==> config.mk <==
export PLATFORM = sky130hd
export DESIGN_NAME = vfp_packer
export DESIGN_NICKNAME = d
export VERILOG_FILES = /design/src/rtl/vfp_pkg.sv /design/src/rtl/vfp_capture.sv /design/src/rtl/vfp_map.sv /design/src/rtl/vfp_clksel.sv /design/src/rtl/vfp_packer.sv
export SDC_FILE = /design/constraint.sdc
export NUM_CORES = 1
export LEC_CHECK = 0
export ABC_AREA = 1
export BUFFER_PORTS_ARGS = -buffer_cell sky130_fd_sc_hd__buf_2
export CAP_MARGIN = 20
export CORE_MARGIN = 3
export CORE_UTILIZATION = 26
export CTS_CLUSTER_SIZE = 14
export DETAILED_ROUTE_END_ITERATION = 10
export HOLD_SLACK_MARGIN = 0.12
export RECOVER_POWER = 50
export REMOVE_ABC_BUFFERS = 1
export SYNTH_ARGS = -nofsm -noshare
export SYNTH_HDL_FRONTEND = slang
export SYNTH_SLANG_ARGS = --single-unit
==> constraint.sdc <==
create_clock -name clk -period 2.3 [get_ports clk]
set_input_delay 0.345 -clock clk [delete_from_list [all_inputs] [get_ports clk]]
set_output_delay 0.345 -clock clk [all_outputs]
set_load 0.05 [all_outputs]
==> src/rtl/vfp_pkg.sv <==
package vfp_pkg;
  typedef enum logic [1:0] {
    FMT_444 = 2'b00,
    FMT_422 = 2'b01,
    FMT_DDR = 2'b10,
    FMT_RSV = 2'b11
  } fmt_e;
endpackage

==> src/rtl/vfp_capture.sv <==
// Pixel capture and line parity tracking. Captures on every second edge.
module vfp_capture #(
  parameter int W = 8
) (
  input  logic           clk,
  input  logic           rst,
  input  logic [3*W-1:0] pix_in,
  input  logic           sol,
  input  logic [1:0]     fmt,
  output logic           half,
  output logic [3*W-1:0] cap_pix,
  output logic           cap_odd,
  output logic [1:0]     cap_fmt
);
  logic odd_next;

  always_ff @(posedge clk) begin
    if (rst) begin
      half     <= 1'b0;
      cap_pix  <= '0;
      cap_odd  <= 1'b0;
      cap_fmt  <= 2'b00;
      odd_next <= 1'b0;
    end else begin
      half <= ~half;
      if (!half) begin
        cap_pix <= pix_in;
        cap_fmt <= fmt;
        if (sol) begin
          cap_odd  <= 1'b0;
          odd_next <= 1'b1;
        end else begin
          cap_odd  <= odd_next;
          odd_next <= ~odd_next;
        end
      end
    end
  end
endmodule

==> src/rtl/vfp_map.sv <==
// Combinational port mapping for one half of a pixel period.
module vfp_map
  import vfp_pkg::*;
#(
  parameter int W = 8
) (
  input  logic [3*W-1:0] pix,
  input  logic           odd,
  input  logic [1:0]     fmt,
  input  logic           fall,
  output logic [W-1:0]   map_r,
  output logic [W-1:0]   map_g,
  output logic [W-1:0]   map_b
);
  localparam int HW = 3 * W / 2;   // width of one DDR half word
  localparam int XW = HW - W;      // bits of the half word on green

  logic [W-1:0]  c_r, c_g, c_b, chroma, second;
  logic [HW-1:0] hword;

  always_comb begin
    c_r    = pix[3*W-1:2*W];
    c_g    = pix[2*W-1:W];
    c_b    = pix[W-1:0];
    chroma = odd ? c_r : c_b;
    second = fall ? c_g : chroma;
    hword  = fall ? pix[3*W-1:HW] : pix[HW-1:0];
    case (fmt_e'(fmt))
      FMT_422: begin
        map_r = chroma;
        map_g = c_g;
        map_b = second;
      end
      FMT_DDR: begin
        map_r = hword[HW-1:XW];
        map_g = {hword[XW-1:0], {(W-XW){1'b0}}};
        map_b = second;
      end
      default: begin
        map_r = c_r;
        map_g = c_g;
        map_b = c_b;
      end
    endcase
  end
endmodule

==> src/rtl/vfp_clksel.sv <==
// Registered one-hot clock source enables and inversion flag.
module vfp_clksel #(
  parameter int N_SRC = 4,
  localparam int SW = $clog2(N_SRC)
) (
  input  logic             clk,
  input  logic             rst,
  input  logic [SW-1:0]    clk_sel,
  input  logic             clk_inv,
  output logic [N_SRC-1:0] clk_src_en,
  output logic             clk_inv_out
);
  for (genvar i = 0; i < N_SRC; i++) begin : g_src
    always_ff @(posedge clk) begin
      if (rst) clk_src_en[i] <= (i == 0);
      else     clk_src_en[i] <= (clk_sel == SW'(i));
    end
  end

  always_ff @(posedge clk) begin
    if (rst) clk_inv_out <= 1'b0;
    else     clk_inv_out <= clk_inv;
  end
endmodule

==> src/rtl/vfp_packer.sv <==
module vfp_packer #(
  parameter int W     = 8,
  parameter int N_SRC = 4,
  localparam int PW = 3 * W,
  localparam int SW = $clog2(N_SRC)
) (
  input  logic             clk,
  input  logic             rst,
  input  logic [PW-1:0]    pix_in,
  input  logic             sol,
  input  logic [1:0]       fmt,
  input  logic [SW-1:0]    clk_sel,
  input  logic             clk_inv,
  output logic [W-1:0]     red,
  output logic [W-1:0]     green,
  output logic [W-1:0]     blue,
  output logic             out_fall,
  output logic [N_SRC-1:0] clk_src_en,
  output logic             clk_inv_out
);
  logic          half;
  logic [PW-1:0] cap_pix;
  logic          cap_odd;
  logic [1:0]    cap_fmt;
  logic [W-1:0]  map_r, map_g, map_b;
  logic [1:0]    map_fmt;

  vfp_capture #(.W(W)) u_cap (
    .clk(clk), .rst(rst), .pix_in(pix_in), .sol(sol), .fmt(fmt),
    .half(half), .cap_pix(cap_pix), .cap_odd(cap_odd), .cap_fmt(cap_fmt)
  );

  // half=1 means a pixel was just captured: emit its first half next
  vfp_map #(.W(W)) u_map (
    .pix(cap_pix), .odd(cap_odd), .fmt(cap_fmt), .fall(~half),
    .map_r(map_r), .map_g(map_g), .map_b(map_b)
  );

  vfp_clksel #(.N_SRC(N_SRC)) u_clk (
    .clk(clk), .rst(rst), .clk_sel(clk_sel), .clk_inv(clk_inv),
    .clk_src_en(clk_src_en), .clk_inv_out(clk_inv_out)
  );

  always_ff @(posedge clk) begin
    if (rst) begin
      red      <= '0;
      green    <= '0;
      blue     <= '0;
      out_fall <= 1'b0;
      map_fmt  <= 2'b00;
    end else begin
      red      <= map_r;
      green    <= map_g;
      blue     <= map_b;
      out_fall <= ~half;
      map_fmt  <= cap_fmt;
    end
  end
endmodule

==> flow_summary_export.csv, run 1 <==
group,metric,value,unit
clock_tree,clk_pin_slew,60,ps
critical_path,timing.critical_path.fanout_max,28,
critical_path,critical-path-top-delay-family,"flip-flops",
layout,drive_gt1_share,19.5,%
power_and_ir_drop,power.share.switching,30.4,%
critical_path,worst_r2r_path_depth,4,
critical_path,worst_setup_path_end_kind,"output port",
clock_tree,hold_buffers,0,
timing,final_critical_path_share_of_the_clock_period,78.8,%
min_path,worstHoldPathCells,2,
drt,drc,0,
floorplanning,rows,34,
floorplanning,core_area,8930,um2
synthesis,yosys.cell_types.count,25,
power_and_ir_drop,combPwrFrac,18.0,%
power_and_ir_drop,vdd_ir_drop_max,0.377,mV
outcome,violations_in_the_final_reports,"capacitance limit, slew limit",
power_and_ir_drop,p_leak,1.35,nW
flow_run,maxCapViolCount,1,
floorplanning,die_area,10600,um2
critical_path,critical_path.reg2reg.endpoint,"u_cap.cap_pix[3]",
timing,layout_min_cycle_time,1810,ps
timing,rsz0062_at_grt,"false",
synthesis,avgSynthCellArea,7.83,um2
synthesis,syn-cell-area,2440,um2
grt,via_count_of_the_first_global_routing_pass,2070,
clock_tree,ctsRootBufferMaster,"clkbuf_8",
timing,maxSlewHeadroom,-1.16,%
drt,drt-wirelength-per-cell,13.3,um
layout,final_common_cell,"nand2_1",
critical_path,timing.critical_path.buf_inv,1,
critical_path,critical_path_required,1960,ps
place,dpl-instance-area,2760,um2
layout,most-common-layout-cells,"60 x nand2_1, 57 x dfxtp_1, 42 x a21oi_1, 35 x inv_1, 33 x buf_2",
critical_path,critPathSlowestCell,"dfxtp_2",
grt,pin_count_of_the_biggest_net_entering_global_routing,36,
place,post-place-ws,837,ps
critical_path,setup.reg_to_reg.worst_slack,770,ps
drt,drt_iter0_markers,143,
layout,final_util,33.0,%
critical_path,worst-setup-path-type,"reg -> out",
synthesis,synthTopCellsByArea,"dfxtp_1 48%, nand2_1 9.2%, a21oi_1 8.4%, inv_1 5.4%, nand3_1 4.9%",
clock_tree,cts_tree,"done",
grt,initial_antenna_violation_count,0,
power_and_ir_drop,seq_power_share,41.5,%
grt,global_route_wire_length_before_repair,10.2,mm
clock_tree,cts_inserted_buffers,9,
grt,grt_usage,12.6,%
min_path,hold-path-endpoint,"u_clk.clk_src_en[2]",
timing,fmax_achieved,0.552,GHz
drt,routed_vias_inst,4.53,
synthesis,synth.yosys.seq_area_share,47.5,%
layout,final_design_area_no_fill,2950,um2
timing,finalSetupTns,0,ps
layout,filler_cells,1000,
timing,clock_skews,7.95,ps
clock_tree,worst_skew_pair.late_latency,340,ps
critical_path,crit_path_max_incr_delay,740,ps
drt,vias,2187,
min_path,timing.hold.worst.start,"clk_sel[0]",
floorplanning,floorplan.initialDensity,27.4,%
grt,overflow,0,
critical_path,worst_ep_arrival_time,1470,ps
timing,final.hold.worst_slack,194,ps
drt,postRouteWirelength,6.45,mm
synthesis,synth.top_cell.area_share,47.5,%
timing,setup_viol,0,
synthesis,synthDominantAreaCellType,"dfxtp_1",
timing,final_critical_path_setup_slack,487,ps
synthesis,synth.yosys.warnings,0,
floorplanning,chipHeight,103,um
clock_tree,cts-resized-gates,0,
place,io_buffer_count,61,
clock_tree,clock_sinks,58,
clock_tree,htree_num_levels,3,
clock_tree,clock_path_buffers,2,
critical_path,worstReg2RegStart,"u_cap.half",
layout,antennaDiodeCount,0,
timing,max_slew_violation_count,30,
drt,ant_nets,0,
floorplanning,die-width,103,um
place,final_wtd_congestion,0.774,
outcome,status,"finished, violations left",
synthesis,postSynthCellCount,312,
power_and_ir_drop,clock_power_share,40.5,%
power_and_ir_drop,power-per-cell-area,931,nW/um2
clock_tree,post_cts_setup_buffer_count,0,
layout,layout.nets,404,
synthesis,register_bit_total_from_synthesis,58,
min_path,worstHoldPathType,"in -> reg",
layout,syn_to_final_growth,20.7,%
timing,worst-slew-pin-transition,1520,ps
place,hpwl,4.27,mm
timing,final_hold_viol_count,0,
critical_path,timing.critical_path.cells,"buf_2",
power_and_ir_drop,power_switching,833,uW
drt,drtPass1Iterations,5,
floorplanning,floorplan.io_pins,62,
critical_path,start_kind,"register",
power_and_ir_drop,p_int,1.91,mW
-- synthesized netlist by cell type, drive strengths merged --
master	n
nand2	72
dfxtp	58
a21oi	44
inv	38
nand3	24
o21ai	24
nor2	21
buf	16
a211oi	4
o31ai	4
clkbuf	3
ha	2
nor3	1
or2	1
-- power by group through the flow --
stage               sequential [mW]  combinational [mW]  clock [mW]
floorplan                      1.32               0.189           0
global placement               1.16               0.505           0
detailed placement             1.16               0.509           0
CTS                            1.14               0.511        1.13
global route                   1.15               0.548        1.17
finish                         1.14               0.495        1.11
-- metrics by stage --
stage	total power, mW	std cells
2_1_floorplan	1.51	293
3_3_place_gp	1.66	467
3_5_place_dp	1.67	467
4_1_cts	2.77	483
5_1_grt	2.87	483
6_report	2.75	483
-- layout make-up --
class | instances | area (um2) | area share (%)
clock inverter | 4 | 72.6 | 2.46
sequential | 58 | 1160 | 39.4
timing repair buffer | 66 | 304 | 10.3
clock buffer | 12 | 165 | 5.60
tap | 108 | 135 | 4.58
multi-input combinational | 197 | 961 | 32.6
inverter | 38 | 150 | 5.09
-- registers in the layout, indices dropped and copies added (netlist names) --
signal and count:
u_cap.half 1, green 8, u_cap.cap_pix 24, u_cap.odd_next 1, u_cap.cap_odd 1, u_clk.clk_inv_out 1
blue 8, u_clk.clk_src_en 4, u_cap.cap_fmt 2, red 8
-- logic make-up after synthesis --
kind of cell             Yosys count  share of synthesized area [%]
flip-flops                        58                           47.5
AO/OA/AOI/OAI                     76                           16.8
buffers and inverters             57                           13.0
adder cells (fa/ha/maj)            2                           1.02
AND/OR/NAND/NOR                  119                           21.6
-- layer usage --
layer  vias up  wire length, um  global-route usage [%]  part of all wire [%]
met2        85             2910                    19.0                    45
met3         4              567                    5.21                   8.8
met5         -                0                       0                     0
met1       980             2950                    16.9                    46
li1       1118                -                       -                     -
met4         0               20                    3.09                  0.31
-- worst max-delay path by stage --
| stage | endpoint | slack, ps | startpoint | cells after the start |
|---|---|---|---|---|
| floorplan | red[0] | 120 | u_cap.half | 7 |
| global placement | red[3] | 840 | u_cap.half | 7 |
| detailed placement | blue[4] | 840 | rst | 4 |
| CTS | out_fall | 480 | u_cap.half | 1 |
| global route | u_cap.cap_pix[3] | 310 | rst | 5 |
| finish | out_fall | 490 | u_cap.half | 1 |
No activity file was read; power rests on OpenSTA's default activity.
==> inputs of run 2 (changes only) <==
==> constraint.sdc (replaced) <==
create_clock -name clk -period 1.8 [get_ports clk]
set_input_delay 0.27 -clock clk [delete_from_list [all_inputs] [get_ports clk]]
set_output_delay 0.27 -clock clk [all_outputs]
set_load 0.05 [all_outputs]
==> flow_summary_export.csv, run 2 (synthesized netlist as in run 1, its figures left out) <==
group,metric,value,unit
critical_path,worst_ep_arrival_time,1740,ps
layout,multiInputGateArea,962,um2
critical_path,worstReg2RegStart,"u_cap.half",
layout,largest-register,"u_cap.cap_pix",
grt,pin_count_of_the_biggest_net_entering_global_routing,36,
power_and_ir_drop,finalPower,3.56,mW
critical_path,worst-setup-path-type,"reg -> reg",
flow_run,maxCapViolCount,0,
place,io_buffer_count,61,
floorplanning,chipHeight,103,um
power_and_ir_drop,vdd_ir_drop_max,0.439,mV
critical_path,critical-path-top-delay-family,"flip-flops",
critical_path,critical_path.reg2reg.endpoint,"u_cap.cap_pix[3]",
critical_path,timing.critical_path.cells,"clkbuf_2 -> nor2_1 -> nand2_1 -> o31ai_1",
drt,vias,2207,
clock_tree,cts_inserted_buffers,9,
clock_tree,hold_buffers,3,
timing,max_slew_violation_count,0,
outcome,status,"complete, no violations",
drt,routed_vias_inst,4.51,
timing,fmax_achieved,0.651,GHz
grt,grt_usage,12.5,%
place,hpwl,4.41,mm
timing,worst-slew-pin-transition,746,ps
layout,final_common_cell,"nand2_1",
timing,finalSetupTns,0,ps
layout,regArea,1160,um2
critical_path,critical_path_required,2010,ps
layout,antennaDiodeCount,0,
critical_path,start_kind,"register",
floorplanning,floorplan.initialDensity,27.4,%
critical_path,worstSetupPathDepth,4,
floorplanning,die-width,103,um
clock_tree,clock_sinks,58,
critical_path,startpoint,"u_cap.half",
place,post-place-ws,390,ps
floorplanning,floorplan.io_pins,62,
clock_tree,worst_skew_pair.late_latency,340,ps
drt,ant_nets,0,
critical_path,worst_setup_path_end_kind,"register",
critical_path,worst_r2r_path_depth,4,
clock_tree,clock_path_buffers,2,
drt,drt-wirelength-per-cell,13.1,um
grt,global_route_wire_length_before_repair,10.2,mm
clock_tree,post_cts_setup_buffer_count,0,
critical_path,setup.reg_to_reg.worst_slack,260,ps
timing,clock_skews,8.53,ps
power_and_ir_drop,power-per-cell-area,1190,nW/um2
power_and_ir_drop,p_leak,1.38,nW
timing,maxSlewHeadroom,50.3,%
grt,via_count_of_the_first_global_routing_pass,2116,
critical_path,timing.critical_path.fanout_max,23,
critical_path,cp-endpoint,"u_cap.cap_pix[3]",
timing,rsz0062_at_grt,"false",
timing,final_hold_viol_count,0,
drt,drt_iter0_markers,120,
place,final_wtd_congestion,0.780,
layout,largest_register_ffs,24,
critical_path,crit_path_max_incr_delay,530,ps
timing,setup_viol,0,
clock_tree,cts_tree,"done",
drt,drtPass1Iterations,4,
drt,drc,0,
critical_path,timing.critical_path.buf_inv,1,
critical_path,critPathSlowestCell,"dfxtp_2",
floorplanning,core_area,8930,um2
layout,layout.nets,410,
drt,postRouteWirelength,6.42,mm
layout,drive_gt1_share,19.9,%
timing,final_critical_path_share_of_the_clock_period,85.4,%
min_path,worstHoldPathType,"in -> reg",
layout,filler_cells,978,
layout,most-common-layout-cells,"60 x nand2_1, 57 x dfxtp_1, 41 x a21oi_1, 35 x inv_1, 35 x buf_2",
layout,syn_to_final_growth,22.6,%
grt,initial_antenna_violation_count,0,
floorplanning,rows,34,
floorplanning,die_area,10600,um2
grt,overflow,0,
clock_tree,clk_pin_slew,70,ps
timing,final_critical_path_setup_slack,263,ps
clock_tree,htree_num_levels,3,
clock_tree,cts-resized-gates,0,
timing,layout_min_cycle_time,1540,ps
clock_tree,ctsRootBufferMaster,"clkbuf_8",
==> run 2: cell types whose count changed in the layout (fill, tap and decap cells not counted) <==
cell	previous run	this run
nor2_2	1	0
nor2_1	20	21
clkbuf_2	0	2
buf_4	4	3
clkbuf_8	12	9
bufinv_16	2	3
inv_6	0	1
a21oi_1	42	41
buf_2	33	35
clkinv_2	1	2
dlygate4sd3_1	0	3
a21oi_2	2	3
==> run 2: worst reg2reg max path, cell delays in order (launching register included) <==
cell	delay, ps
dfxtp_2	530
clkbuf_2	470
nor2_1	220
nand2_1	110
o31ai_1	70
==> run 2: how the worst min path moves through the flow <==
stage / startpoint / end / slack (ps) / cells past startpoint
after CTS: clk_inv / u_clk.clk_inv_out / 130 / 3
after global routing: clk_inv / u_clk.clk_inv_out / 140 / 3
after global placement: u_cap.cap_pix[10] / green[2] / 450 / 2
after detailed placement: u_cap.cap_pix[10] / green[2] / 450 / 2
after floorplan: rst / u_cap.cap_pix[7] / 330 / 1
final: clk_inv / u_clk.clk_inv_out / 140 / 3
==> run 2: where the power goes <==
group | internal [mW] | leakage (nW) | switching, mW
registers | 1.39 | 0.481 | 0.0557
clock network | 0.919 | 0.120 | 0.543
logic | 0.168 | 0.779 | 0.480
==> run 2: layout make-up <==
class,instances,area share [%]
sequential,58,38.8
clock buffer,9,4.13
multi-input combinational,197,32.1
timing repair buffer,72,11.6
clock inverter,7,3.88
inverter,38,5.01
tap,108,4.51
==> run 2: per-layer routing <==
layer	vias to the layer above	GRT usage [%]	share of wire, %
met3	4	4.87	9.1
li1	1130	-	-
met4	0	3.19	0.53
met5	-	0	0
met2	82	19.9	44
met1	991	15.9	46
==> run 2: per-stage QoR <==
stage | cells | instance area (um2) | utilization, % | hold WS [ps]
2_1_floorplan | 293 | 2280 | - | 332
3_3_place_gp | 470 | 2780 | 31.1 | 450
3_5_place_dp | 470 | 2780 | 31.1 | 454
4_1_cts | 489 | 3050 | 34.1 | 127
5_1_grt | 489 | 3000 | 33.5 | 143
6_report | 489 | 3000 | 33.5 | 141
==> inputs of run 3 (changes only) <==
--- a/config.mk
+++ b/config.mk
@@ -8,11 +8,14 @@
 export ABC_AREA = 1
 export BUFFER_PORTS_ARGS = -buffer_cell sky130_fd_sc_hd__buf_2
 export CAP_MARGIN = 20
+export CELL_PAD_IN_SITES_DETAIL_PLACEMENT = 0
+export CELL_PAD_IN_SITES_GLOBAL_PLACEMENT = 1
 export CORE_MARGIN = 3
 export CORE_UTILIZATION = 26
 export CTS_CLUSTER_SIZE = 14
 export DETAILED_ROUTE_END_ITERATION = 10
 export HOLD_SLACK_MARGIN = 0.12
+export PLACE_DENSITY_LB_ADDON = 0.1
 export RECOVER_POWER = 50
 export REMOVE_ABC_BUFFERS = 1
 export SYNTH_ARGS = -nofsm -noshare
==> flow_summary_export.csv, run 3 (synthesized netlist as in run 1, its figures left out) <==
group,metric,value,unit
outcome,status,"complete, no violations",
min_path,worstHoldPathType,"in -> reg",
place,final_wtd_congestion,0.781,
grt,overflow,0,
drt,drt_iter0_markers,68,
place,io_buffer_count,61,
timing,layout_min_cycle_time,1490,ps
power_and_ir_drop,p_leak,1.39,nW
floorplanning,die_area,10600,um2
critical_path,start_kind,"register",
timing,final_hold_viol_count,0,
floorplanning,rows,34,
grt,pin_count_of_the_biggest_net_entering_global_routing,36,
place,hpwl,4.71,mm
floorplanning,core_area,8930,um2
timing,worst-slew-pin-transition,658,ps
critical_path,worst_setup_path_end_kind,"register",
power_and_ir_drop,power-per-cell-area,1160,nW/um2
critical_path,worst_ep_arrival_time,1770,ps
critical_path,critical_path_required,2080,ps
flow_run,maxCapViolCount,0,
clock_tree,cts_tree,"done",
layout,final_common_cell,"nand2_1",
timing,fmax_achieved,0.671,GHz
layout,syn_to_final_growth,21.8,%
timing,clock_skews,8.37,ps
layout,largest_register_ffs,24,
clock_tree,htree_num_levels,3,
grt,global_route_wire_length_before_repair,11.4,mm
clock_tree,ctsRootBufferMaster,"clkbuf_8",
clock_tree,clock_path_buffers,2,
timing,finalSetupTns,0,ps
drt,vias,2190,
layout,drive_gt1_share,21.1,%
floorplanning,chipHeight,103,um
timing,final.hold.worst_slack,139,ps
clock_tree,clock_sinks,58,
critical_path,crit_path_max_incr_delay,510,ps
floorplanning,floorplan.io_pins,62,
clock_tree,worst_skew_pair.late_latency,330,ps
timing,maxSlewHeadroom,56.1,%
critical_path,critPathSlowestCell,"dfxtp_2",
layout,largest-register,"u_cap.cap_pix",
critical_path,timing.critical_path.cells,"clkbuf_2 -> nand2_1 -> nand2_1 -> nand2_1 -> nand3_1 -> nand2_1 -> inv_1",
power_and_ir_drop,vdd_ir_drop_max,0.393,mV
grt,initial_antenna_violation_count,0,
layout,antennaDiodeCount,0,
timing,setup_viol,0,
grt,via_count_of_the_first_global_routing_pass,2182,
critical_path,cpMostUsedCell,"nand2_1",
drt,drtPass1Iterations,5,
floorplanning,die-width,103,um
clock_tree,clk_pin_slew,70,ps
critical_path,timing.critical_path.fanout_max,19,
layout,most-common-layout-cells,"61 x nand2_1, 57 x dfxtp_1, 41 x a21oi_1, 39 x buf_2, 35 x inv_1",
drt,drc,0,
timing,max_slew_violation_count,0,
timing,rsz0062_at_grt,"false",
layout,filler_cells,1018,
drt,drt-wirelength-per-cell,14.4,um
layout,layout.nets,409,
drt,postRouteWirelength,7.04,mm
clock_tree,cts-resized-gates,0,
critical_path,worst-setup-path-type,"reg -> reg",
drt,routed_vias_inst,4.49,
floorplanning,floorplan.initialDensity,27.4,%
drt,ant_nets,0,
timing,final_critical_path_share_of_the_clock_period,82.8,%
grt,grt_usage,14.3,%
clock_tree,cts_inserted_buffers,9,
layout,final_util,33.3,%
## run 3: cell count changes in the layout (fill, tap and decap cells not counted), sizes merged
cell | previous run | this run
inv | 39 | 38
bufinv | 3 | 2
clkbuf | 40 | 36
dlygate4sd3 | 3 | 2
buf | 38 | 44
## run 3: worst max-delay path: cells and delay by family, from the launching register on
kind	cells	cell delay, ps
flip-flops	1	510
buffers and inverters	2	510
AND/OR/NAND/NOR	5	410
## run 3: routing by layer
layer | up-vias | global-route usage, % | share of wire (%)
met2 | 61 | 22.3 | 45
met1 | 982 | 18.8 | 48
met3 | 12 | 3.18 | 5.9
met4 | 0 | 6.57 | 1.4
li1 | 1135 | - | -
met5 | - | 0 | 0
## run 3: metrics by stage
step	instance area [um2]	total power, mW	cells	worst slack [ps]
final	2980	3.44	488	310
after global routing	2980	3.63	488	112
after CTS	3030	3.51	488	292
after detailed placement	2790	2.16	470	340
after global placement	2790	2.16	470	372
after floorplan	2280	1.93	293	-378
## run 3: power by group
part	internal (mW)	switching, mW
sequential	1.39	0.0535
clock	0.813	0.522
combinational	0.172	0.488
total	2.38	1.06
## run 3: layout make-up
| cell class | instances | area [um2] | share of cell area (%) |
|---|---|---|---|
| sequential | 58 | 1160 | 39.1 |
| inverter | 38 | 150 | 5.05 |
| timing repair buffer | 71 | 349 | 11.7 |
| multi-input combinational | 197 | 960 | 32.3 |
| clock inverter | 5 | 77.6 | 2.61 |
| clock buffer | 11 | 141 | 4.75 |
| tap | 108 | 135 | 4.54 |
## run 3: what timing repair did
| item | CTS | global route |
|---|---|---|
| endpoints found under the hold margin | 2 | 0 |
| hold buffers | 2 | 0 |
| setup buffers | 0 | 0 |
## run 3: path summary, 6_finish.rpt
path | start | to | slack (ps) | cells past startpoint
max | u_cap.half | red[7] | 310 | 7
min | clk_inv | u_clk.clk_inv_out | 140 | 3
max reg2reg | u_cap.half | red[7] | 310 | 7
min reg2reg | u_cap.cap_pix[11] | green[3] | 450 | 2
